===== src/rtl/rxq_pkg.sv =====
package rxq_pkg;

    localparam int unsigned REC_W_DEF = 32;
    localparam int unsigned DEPTH_DEF = 32;

    localparam int unsigned N_EV     = 4;
    localparam int unsigned EV_OVF   = 0;
    localparam int unsigned EV_LVL   = 1;
    localparam int unsigned EV_FULL  = 2;
    localparam int unsigned EV_RDERR = 3;

    typedef logic [N_EV-1:0] ev_vec_t;

    typedef struct packed {
        logic push;
        logic pop;
    } ptr_op_t;

endpackage


===== src/rtl/rxq_ctrl.sv =====
module rxq_ctrl
    import rxq_pkg::*;
#(
    parameter int unsigned DEPTH = DEPTH_DEF,
    localparam int unsigned PTR_W = $clog2(DEPTH),
    localparam int unsigned CNT_W = $clog2(DEPTH + 1)
) (
    input  logic [CNT_W-1:0] cnt,
    input  logic             wr_en,
    input  logic             rd_en,
    input  logic             flush,
    input  logic             drop_new,
    input  logic [PTR_W-1:0] thr,
    output ptr_op_t          op,
    output logic [CNT_W-1:0] cnt_nxt,
    output ev_vec_t          ev
);
    localparam logic [CNT_W-1:0] FULL_CNT = CNT_W'(DEPTH);
    localparam logic [CNT_W-1:0] ONE      = CNT_W'(1);

    logic is_empty, is_full, rd_ok, wr_room, drop_head;
    logic [CNT_W-1:0] thr_ext;

    always_comb begin
        is_empty  = (cnt == '0);
        is_full   = (cnt == FULL_CNT);
        rd_ok     = rd_en && !is_empty && !flush;
        wr_room   = !is_full || rd_ok;
        drop_head = wr_en && !flush && !wr_room && !drop_new;
        op.push   = wr_en && !flush && (wr_room || !drop_new);
        op.pop    = rd_ok || drop_head;
        if (flush)
            cnt_nxt = '0;
        else
            cnt_nxt = cnt + CNT_W'(op.push) - CNT_W'(op.pop);
        thr_ext         = CNT_W'(thr);
        ev[EV_OVF]      = wr_en && !flush && !wr_room;
        ev[EV_LVL]      = !flush && (cnt == thr_ext) && (cnt_nxt == thr_ext + ONE);
        ev[EV_FULL]     = !flush && !is_full && (cnt_nxt == FULL_CNT);
        ev[EV_RDERR]    = rd_en && !flush && is_empty;
    end
endmodule


===== src/rtl/rxq_store.sv =====
module rxq_store
    import rxq_pkg::*;
#(
    parameter int unsigned WIDTH = REC_W_DEF,
    parameter int unsigned DEPTH = DEPTH_DEF,
    localparam int unsigned PTR_W = $clog2(DEPTH),
    localparam int unsigned CNT_W = $clog2(DEPTH + 1)
) (
    input  logic             clk,
    input  logic             rst,
    input  logic             flush,
    input  ptr_op_t          op,
    input  logic [CNT_W-1:0] cnt_nxt,
    input  logic [WIDTH-1:0] wr_data,
    output logic [CNT_W-1:0] cnt,
    output logic [WIDTH-1:0] head
);
    localparam logic [PTR_W-1:0] LAST = PTR_W'(DEPTH - 1);

    logic [WIDTH-1:0] mem [DEPTH];
    logic [PTR_W-1:0] wr_ptr, rd_ptr;

    function automatic logic [PTR_W-1:0] bump(input logic [PTR_W-1:0] p);
        return (p == LAST) ? '0 : p + PTR_W'(1);
    endfunction

    always_ff @(posedge clk) begin
        if (rst || flush) begin
            wr_ptr <= '0;
            rd_ptr <= '0;
        end else begin
            if (op.push) wr_ptr <= bump(wr_ptr);
            if (op.pop)  rd_ptr <= bump(rd_ptr);
        end
    end

    always_ff @(posedge clk) begin
        if (rst) cnt <= '0;
        else     cnt <= cnt_nxt;
    end

    always_ff @(posedge clk) begin
        if (!rst && op.push) mem[wr_ptr] <= wr_data;
    end

    assign head = (cnt == '0) ? '0 : mem[rd_ptr];
endmodule


===== src/rtl/rxq_irq.sv =====
module rxq_irq
    import rxq_pkg::*;
(
    input  logic    clk,
    input  logic    rst,
    input  ev_vec_t ev,
    input  ev_vec_t en,
    input  ev_vec_t mask,
    input  ev_vec_t clr,
    output ev_vec_t status,
    output logic    irq
);
    for (genvar i = 0; i < N_EV; i++) begin : g_bit
        always_ff @(posedge clk) begin
            if (rst)
                status[i] <= 1'b0;
            else if (ev[i] && en[i])
                status[i] <= 1'b1;
            else if (clr[i])
                status[i] <= 1'b0;
        end
    end

    assign irq = |(status & ~mask);
endmodule


===== src/rtl/pulse_rec_fifo.sv =====
module pulse_rec_fifo
    import rxq_pkg::*;
#(
    parameter int unsigned WIDTH = REC_W_DEF,
    parameter int unsigned DEPTH = DEPTH_DEF,
    localparam int unsigned PTR_W = $clog2(DEPTH),
    localparam int unsigned CNT_W = $clog2(DEPTH + 1)
) (
    input  logic             clk,
    input  logic             rst,
    input  logic             wr_en,
    input  logic [WIDTH-1:0] wr_data,
    input  logic             rd_en,
    output logic [WIDTH-1:0] rd_data,
    input  logic             flush,
    input  logic             drop_new,
    input  logic [PTR_W-1:0] lvl_thresh,
    input  logic [N_EV-1:0]  irq_en,
    input  logic [N_EV-1:0]  irq_mask,
    input  logic [N_EV-1:0]  irq_clr,
    output logic [CNT_W-1:0] level,
    output logic             empty,
    output logic             full,
    output logic [N_EV-1:0]  irq_status,
    output logic             irq
);
    ptr_op_t          op;
    logic [CNT_W-1:0] cnt, cnt_nxt;
    ev_vec_t          ev;

    rxq_ctrl #(.DEPTH(DEPTH)) u_ctrl (
        .cnt(cnt), .wr_en(wr_en), .rd_en(rd_en), .flush(flush),
        .drop_new(drop_new), .thr(lvl_thresh),
        .op(op), .cnt_nxt(cnt_nxt), .ev(ev)
    );

    rxq_store #(.WIDTH(WIDTH), .DEPTH(DEPTH)) u_store (
        .clk(clk), .rst(rst), .flush(flush), .op(op), .cnt_nxt(cnt_nxt),
        .wr_data(wr_data), .cnt(cnt), .head(rd_data)
    );

    rxq_irq u_irq (
        .clk(clk), .rst(rst), .ev(ev), .en(irq_en), .mask(irq_mask),
        .clr(irq_clr), .status(irq_status), .irq(irq)
    );

    assign level = cnt;
    assign empty = (cnt == '0);
    assign full  = (cnt == CNT_W'(DEPTH));
endmodule


===== config.mk =====
export PLATFORM = sky130hd
export DESIGN_NAME = pulse_rec_fifo
export DESIGN_NICKNAME = d
export VERILOG_FILES = /design/src/rtl/rxq_pkg.sv /design/src/rtl/rxq_ctrl.sv /design/src/rtl/rxq_store.sv /design/src/rtl/rxq_irq.sv /design/src/rtl/pulse_rec_fifo.sv
export SDC_FILE = /design/constraint.sdc
export NUM_CORES = 1
export LEC_CHECK = 0
export ABC_AREA = 1
export BUFFER_PORTS_ARGS = -buffer_cell sky130_fd_sc_hd__buf_2
export CAP_MARGIN = 10
export CORE_MARGIN = 1
export CORE_UTILIZATION = 28
export DETAILED_ROUTE_END_ITERATION = 10
export GPL_TIMING_DRIVEN = 0
export SYNTH_ARGS = -nofsm -noshare
export SYNTH_HDL_FRONTEND = slang
export SYNTH_SLANG_ARGS = --single-unit

===== constraint.sdc =====
create_clock -name clk -period 5 [get_ports clk]
set_clock_uncertainty 0.15 [all_clocks]
set_input_delay 0.75 -clock clk [delete_from_list [all_inputs] [get_ports clk]]
set_output_delay 0.75 -clock clk [all_outputs]
set_load 0.005 [all_outputs]

# After elaboration in Yosys (flattened, before gate mapping)
# Memories as Yosys holds them, arrays and structs flattened. A register that Yosys moved wholly into a read port is not among the register bits.
# Cells that the tools add are included.
dict set report word_totals {
  regBits 20
  ramBits 1024
  inputBits 55
  output_inout_bits 45
  word_cells 70
  mem_count 1
}
dict set report op_classes {
  n_addsub 5
  n_eq_ne 6
  mux 16
  bitwise 2
  n_reduce_logical 33
}
# name words width rd rd_clocked_by_memory_dff wr line
set memory_table {}
lappend memory_table {u_store.mem 32 32 1 1 1 rxq_store.sv:20} ;# logic [WIDTH-1:0] mem [DEPTH];
# operator n
set ops {}
lappend ops {{2-to-1 mux 32 bit} 1}
lappend ops {{2-to-1 mux 5 bit} 4}
lappend ops {{logical AND 1 bit} 17}
lappend ops {{equality test 6 bit (second input constant)} 2}
lappend ops {{adder 5 x 1 -> 5 bit (second input constant)} 2}
lappend ops {{equality test 5 bit (second input constant)} 2}
lappend ops {{2-to-1 mux 1 bit} 10}
lappend ops {{nonzero test 2 bit} 4}
lappend ops {{adder 5 x 1 -> 6 bit (second input constant)} 1}
lappend ops {{adder 6 x 1 -> 6 bit} 1}
lappend ops {{equality test 6 x 5 -> 1 bit} 1}
lappend ops {{equality test 6 bit} 1}
lappend ops {{logical NOT 1 bit} 6}
lappend ops {{logical NOT 6 bit} 1}
lappend ops {{2-to-1 mux 6 bit} 1}
lappend ops {{subtractor 6 x 1 -> 6 bit} 1}
lappend ops {{AND 4 bit} 1}
lappend ops {{logical OR 1 bit} 4}
lappend ops {{inverter 4 bit} 1}
lappend ops {{OR reduction 4 bit} 1}

# Logic depth before layout (Yosys ltp)
# Gate-level depths: netlist of run 1.
dict set report depth {
  ltp_word 15
  ltp_mapped 20
  mapped_depth_nobuf 20
}

# Cells and area by module
# Synthesis of run 1 repeated with hierarchy kept, for this count alone.
dict set report hier_totals {
  cells_unflattened 3803
  hier_area_um2 43446.7
}
# module n_inst cells_per_inst area_per_inst_um2 seq_area_each_um2
set modules_own_cells {}
lappend modules_own_cells {rxq_store 1 3621 42507.0 31169.9}
lappend modules_own_cells {rxq_ctrl 1 141 713.2 0.0}
lappend modules_own_cells {rxq_irq 1 33 193.9 80.1}
lappend modules_own_cells {pulse_rec_fifo 1 8 32.5 0.0}

# Least setup slack after synthesis of run 1
# OpenSTA, ideal clock, no wires.
dict set report synth_timing {
  path_kind {reg-to-reg}
  from {register u_store.cnt[2]}
  to {memory u_store.mem[11][0] in the netlist's numbering, enable pin}
  setup_time_ns 0.421
  arrival_time_ns 2.907
  required_time_ns 4.429
  path_slack_ns 1.522
  path_stages_with_launch 11
  cell_sequence {dfxtp_1 > inv_1 > ha_1 > and3_1 > buf_2 > nand3_1 > nand2_1 > buf_2 > nor2_1 > nand2_1 > nor2_1}
}
dict set report synth_between {
  elab_cells_between_ends 12
}
# element line
set synth_lines {}
lappend synth_lines {{from (decl)} rxq_store.sv:15} ;# output logic [CNT_W-1:0] cnt,
lappend synth_lines {{from (signal assigned)} rxq_store.sv:39} ;# else cnt <= cnt_nxt;
lappend synth_lines {{equality test 6 bit} -}
lappend synth_lines {{net full} pulse_rec_fifo.sv:23} ;# output logic full,
lappend synth_lines {{logical NOT 1 bit} rxq_ctrl.sv:28} ;# wr_room = !is_full || rd_ok;
lappend synth_lines {{logical OR 1 bit} rxq_ctrl.sv:28}
lappend synth_lines {{logical OR 1 bit} rxq_ctrl.sv:30} ;# op.push = wr_en && !flush && (wr_room || !drop_new);
lappend synth_lines {{logical AND 1 bit} rxq_ctrl.sv:30}
lappend synth_lines {{logical AND 1 bit} rxq_store.sv:43} ;# if (!rst && op.push) mem[wr_ptr] <= wr_data;
lappend synth_lines {{2-to-1 mux 1 bit} rxq_store.sv:43}
lappend synth_lines {{2-to-1 mux 1 bit (not written as such)} rxq_store.sv:43}
lappend synth_lines {{to (decl)} rxq_store.sv:20}
# The timed path passes the listed nets, and every way through them passes these cells.

==> reports/metrics.cfg, run 1 <==
[placed_design]
io_buffers = 99
detailedPlace.worstSlack_ns = 0.9731
hpwlAfterDp_mm = 92.16
gp_congestion = 0.8716

[clock_network]
holdBufCountCts = 0
postCtsSetupRepairBufs = 0
cts_buffers = 105
cts_tree = yes
cts_max_level = 3
cts_buffer_depth = 3
clkTransAtPathRegs_ns = 0.06
root_buffer = clkbuf_16
clock_latency_ns = 0.68
clock_sinks = 1049
cts_resized = 0

[hold_path]
hold_path_class = in2reg

[global_routing]
gr-usage-all-layers_pct = 17.81
grt_start_max_net_pins = 33
antenna_found_initial = 10
globalRouteOverflowTotal = 0
grt_pass1_vias = 27160
grt_pass1_wl_mm = 195.0

[die]
core_area_um2 = 148000
dieArea_um2 = 151100
placementRows = 141
ios = 100
fp.dieW_um = 388.7
start_util_pct = 28.29
die_y_um = 388.7

[detailed_routing]
wl_mm = 138.4
drtIter0Drc = 4218
drc = 0
vias_per_cell = 5.333
vias = 28740
wl_per_cell_um = 25.69
drtAntennaViolNets = 0
first_pass_iters = 7

[logic_synthesis]
synthCells = 3130
synth.avg_cell_area_um2 = 13.38
netlist_area_um2 = 41870
yosysSeqAreaShare_pct = 74.63
synth_nets = 3203
ys_ff_latch = 1049
yosys-top-cells-area = edfxtp_1, o21ai_0, nor2_1
yosysTopAreaCell = edfxtp_1
ys_async_sr_fraction_pct = 0
synth_ff_type = edfxtp_1
yosysTopAreaCellShare_pct = 73.43
synth_cell_types = 41
synth_edf_count = 1024
ys_warn_count = 0

[layout]
multi_input_area_um2 = 9470
fill_cells = 14320
fin_util_pct = 33.20
final_common_cell = edfxtp_1
fin_nets = 3441
mostFrequentLayoutCells = edfxtp_1, nor2_1, o21ai_0, o221ai_1, nand3_1
drive_gt1_share_pct = 13.51
areaGrowthSynthToFinish_pct = 17.35
seqCellArea_um2 = 31250

[timing]
worst_pin_slew_ns = 1.184
min_period_ns = 4.895
drv_slew = 0
clock.fmax_ghz = 0.2043
tns_ns = 0
post-route-period-util_pct = 97.90
max_slew_margin_pct = 21.04
whs_ns = 0.09762
postLayoutSetupSlackWorst_ns = 0.1048
setup_violations = 0
hold_viol_final = 0
rsz0062_at_grt = no

[power_and_ir_drop]
irDropWorstVdd_uv = 316.3
p_per_area_nw_per_um2 = 423.6
p_leak_nw = 15.75

[flow_run]
drv_cap = 0

[status]
status = complete, no violations

[critical_path]
critPathKind = reg2out
cp-start-kind = register
end_kind = output pin
arrival_ns = 4.00
critical_path_required_ns = 4.10
path_max_fanout = 10

cell usage after synthesis (all sizes together) (13+ instances only):
master,number
inv,49
nor2,669
a21oi,13
o211ai,32
dfxtp,25
clkbuf,103
o21ai,516
nand2,123
o221ai,220
ha,17
edfxtp,1024
nand3,182
buf,122
cell type report:
cell class	count	share of cell area [%]
inverter	49	0.3947
clock inverter	71	1.332
sequential	1049	63.60
tap	1930	4.914
antenna	2	0.01019
buffer	224	2.434
clock buffer	124	5.492
timing repair buffer	132	2.551
multi-input combinational	1807	19.27
final timing paths:
kind | start | endpoint | slack, ns | depth (start not counted)
worst max-delay path | register | rd_data[31] | 0.10 | 7
worst min-delay path | irq_clr[2] | u_irq.status[2] | 0.1 | 2
worst max register to register | u_store.cnt[2] | u_store.mem[28][11] | 0.91 | 11
worst min register to register | u_irq.status[2] | u_irq.status[2] | 0.33 | 2
where the power goes:
group,total (mW),switching [mW],leakage (nW),internal (mW)
sequential,9.71,0.0283,9.41,9.69
clock,7.75,3.41,1.64,4.33
combinational,3.35,2.46,4.71,0.892
total,20.8,5.90,15.8,14.9
flip-flops by register name, summed over array words and instances (netlist names), named ones only:
name and count:
u_irq.status 4, u_store.cnt 6, u_store.mem 1024, u_store.rd_ptr 5
u_store.wr_ptr 5
routing by layer:
metal / up-vias / part of all wire [%] / track usage, %
met5: - / 0.036 / 0
met4: 8 / 3.7 / 6.446
met3: 263 / 12 / 3.923
met2: 1866 / 44 / 26.61
met1: 14330 / 41 / 25.24
li1: 12270 / - / -
worst max-delay path, cell delays in order, from the launching register on:
cell	delay, ns
dfxtp_1	0.41
clkbuf_1	0.85
buf_1	0.91
nand3_1	0.17
nand3_1	0.15
nand2_1	0.08
nor2_1	0.49
buf_2	0.22
cell families (layout without fill, tap and decap cells):
family | after synthesis | after routing | synth area share (%)
AOI/OAI and AO/OA | 790 | 790 | 11.67
DFF | 1049 | 1049 | 74.63
buffers and inverters | 274 | 600 | 3.329
and+or+nand+nor | 993 | 993 | 9.696
adders and majority gates | 18 | 18 | 0.5558
xor gates and xnor gates | 6 | 6 | 0.1255
other | 0 | 2 | 0
per-stage QoR:
step	area [um2]	total power [mW]	std cells
6_report	49140	20.81	5388
3_5_place_dp	45780	13.16	5192
2_1_floorplan	41870	11.57	3130
5_1_grt	49130	21.40	5386
4_1_cts	49140	20.78	5387
3_3_place_gp	44780	13.12	5159
(Power assumes the default switching activity.)
==> run 2, diff against run 1 <==
--- a/config.mk
+++ b/config.mk
@@ -6,6 +6,7 @@
 export NUM_CORES = 1
 export LEC_CHECK = 0
 export ABC_AREA = 1
+export ABC_CLOCK_PERIOD_IN_PS = 5000
 export BUFFER_PORTS_ARGS = -buffer_cell sky130_fd_sc_hd__buf_2
 export CAP_MARGIN = 10
 export CORE_MARGIN = 1
@@ -14,4 +15,5 @@
 export GPL_TIMING_DRIVEN = 0
 export SYNTH_ARGS = -nofsm -noshare
 export SYNTH_HDL_FRONTEND = slang
+export SYNTH_HIERARCHICAL = 1
 export SYNTH_SLANG_ARGS = --single-unit
==> reports/metrics.cfg, run 2 <==
[hold_path]
hold_path_class = in2reg

[logic_synthesis]
synth_nets = 3876
ys_warn_count = 6
netlist_area_um2 = 43450
yosysSeqAreaShare_pct = 71.93
synthCells = 3803
yosysMostFrequentCell = nand2_1
yosys-top-cells-area = edfxtp_1, nand2_1, nand3_1
ys_ff_latch = 1049
synth_ff_type = edfxtp_1
synth_cell_types = 33
ys_async_sr_fraction_pct = 0
synth_edf_count = 1024
yosysTopAreaCellShare_pct = 70.78
synth.avg_cell_area_um2 = 11.42
yosysTopAreaCell = edfxtp_1
netlist_top_cells_count = nand2_1, edfxtp_1, nand3_1

[timing]
hold_viol_final = 0
whs_ns = 0.1463
clock.fmax_ghz = 0.2179
rsz0062_at_grt = no
post-route-period-util_pct = 91.77
drv_slew = 0
min_period_ns = 4.589
max_slew_margin_pct = 29.43
setup_violations = 0
worst_pin_slew_ns = 1.059

[critical_path]
critPathKind = reg2out
critical_path_required_ns = 4.10
cp_slowest_cell = clkbuf_1
arrival_ns = 3.69
r2r_setup_slack_ns = 0.92
cpPeakStageDelay_ns = 0.75
reg2reg_to = u_store/mem[2][26]
path_cells = clkbuf_1 > inv_1 > buf_1 > nand2_1 > nor2_1 > nor2_1 > buf_2
r2r.worst_path.cells = 12
end_kind = output pin
path_max_fanout = 10
r2r_start = u_store/cnt[2]
endpoint = rd_data[15]
cp-start-kind = register
crit_top_cell = nor2_1

[layout]
fill_cells = 15160
multi_input_area_um2 = 10750
fin_nets = 4119
drive_gt1_share_pct = 12.11
largest_register_ffs = 1024
final_common_cell = nand2_1
areaGrowthSynthToFinish_pct = 16.92
seqCellArea_um2 = 31250
top_regs = u_store/mem (1024), u_store/cnt (6)
largest-register = u_store/mem
mostFrequentLayoutCells = nand2_1, edfxtp_1, nand3_1, nor2_1, buf_2
stdcell_count = 6174

[detailed_routing]
drtIter0Drc = 3701
drtAntennaViolNets = 0
wl_mm = 139.2
vias = 30740
first_pass_iters = 6
drc = 0
vias_per_cell = 4.980
wl_per_cell_um = 22.54

[power_and_ir_drop]
p_per_area_nw_per_um2 = 408.8
p_leak_nw = 18.37
irDropWorstVdd_uv = 265.8
total_power_mw = 20.77

[die]
die_y_um = 395.9
placementRows = 144
fp.dieW_um = 395.9
core_area_um2 = 154000
start_util_pct = 28.20
dieArea_um2 = 156700
ios = 100

[placed_design]
place_inst = 5979
hpwlAfterDp_mm = 94.18
io_buffers = 99
gp_congestion = 0.8494

[clock_network]
cts_buffers = 109
clkTransAtPathRegs_ns = 0.06
cts_tree = yes
holdBufCountCts = 0
cts_resized = 0
clock_sinks = 1049
root_buffer = clkbuf_16
clock_latency_ns = 0.67
cts_buffer_depth = 3
cts_max_level = 3
postCtsSetupRepairBufs = 0

[global_routing]
grt_pass1_wl_mm = 198.1
grt_use_met3_pct = 3.526
gr-usage-all-layers_pct = 17.29
antenna_found_initial = 11
top_usage_layer = met2
grtUsageMet2_pct = 26.44
globalRouteOverflowTotal = 0
grt_start_max_net_pins = 33
use_met1_pct = 24.47
grt_pass1_vias = 28540

[status]
status = complete, no violations

[flow_run]
drv_cap = 0

==> run 2: per-stage QoR <==
step                      TNS, ns  setup slack [ns]  utilization [%]  cell area (um2)
after floorplan                 0             1.363                -            43450
after global placement    -798.09           -0.9329            30.19            46500
after detailed placement        0            0.8097            30.82            47480
after CTS                       0            0.5456            32.98            50800
after global routing            0            0.3562            32.98            50800
final                           0            0.4113            32.98            50800
==> run 2: worst max-delay path: cells and delay by family (launching register included) <==
family / cells / cell delay, ns
AND/OR/NAND/NOR: 3 / 0.79
buffers and inverters: 4 / 1.90
flip-flops: 1 / 0.30
==> run 2: per-layer routing <==
| metal | share of wire [%] | vias to the layer above | routed length [um] |
|---|---|---|---|
| li1 | - | 13670 | - |
| met2 | 44 | 1710 | 61760 |
| met4 | 3.1 | 18 | 4374 |
| met3 | 11 | 265 | 15760 |
| met1 | 41 | 15080 | 57150 |
| met5 | 0.073 | - | 102 |
==> run 2: kinds of logic after synthesis <==
logic type                 share of synthesized area [%]
xor gates and xnor gates                         0.02016
AOI/OAI and AO/OA                                  1.305
buffers and inverters                              3.879
adders and majority gates                         0.5356
DFF                                                71.93
and+or+nand+nor                                    22.33
==> run 2: cell type report <==
cell class | count | share of cell area, %
Clock inverter | 56 | 0.8719
Sequential cell | 1049 | 61.52
Timing Repair Buffer | 132 | 2.424
Inverter | 70 | 0.5320
Multi-Input combinational cell | 2462 | 21.16
Antenna cell | 1 | 0.004926
Clock buffer | 138 | 5.667
Tap cell | 2044 | 5.034
Buffer | 222 | 2.786
==> run 2: worst min path at each step <==
| stage | start | cells after the start | endpoint | slack [ns] |
|---|---|---|---|---|
| after floorplan | u_irq/status[0] | 2 | u_irq/status[0] | 0.31 |
| after global placement | u_irq/status[3] | 2 | u_irq/status[3] | 0.32 |
| after detailed placement | u_irq/status[3] | 2 | u_irq/status[3] | 0.32 |
| after CTS | rst | 2 | u_irq/status[3] | 0.10 |
| after global routing | rst | 2 | u_irq/status[3] | 0.12 |
| final | rst | 2 | u_irq/status[3] | 0.15 |
==> run 2: power by group <==
group / internal, mW / total (mW) / switching, mW
Clock: 4.36 / 7.71 / 3.36
Combinational: 0.916 / 3.34 / 2.42
Sequential: 9.68 / 9.72 / 0.0370
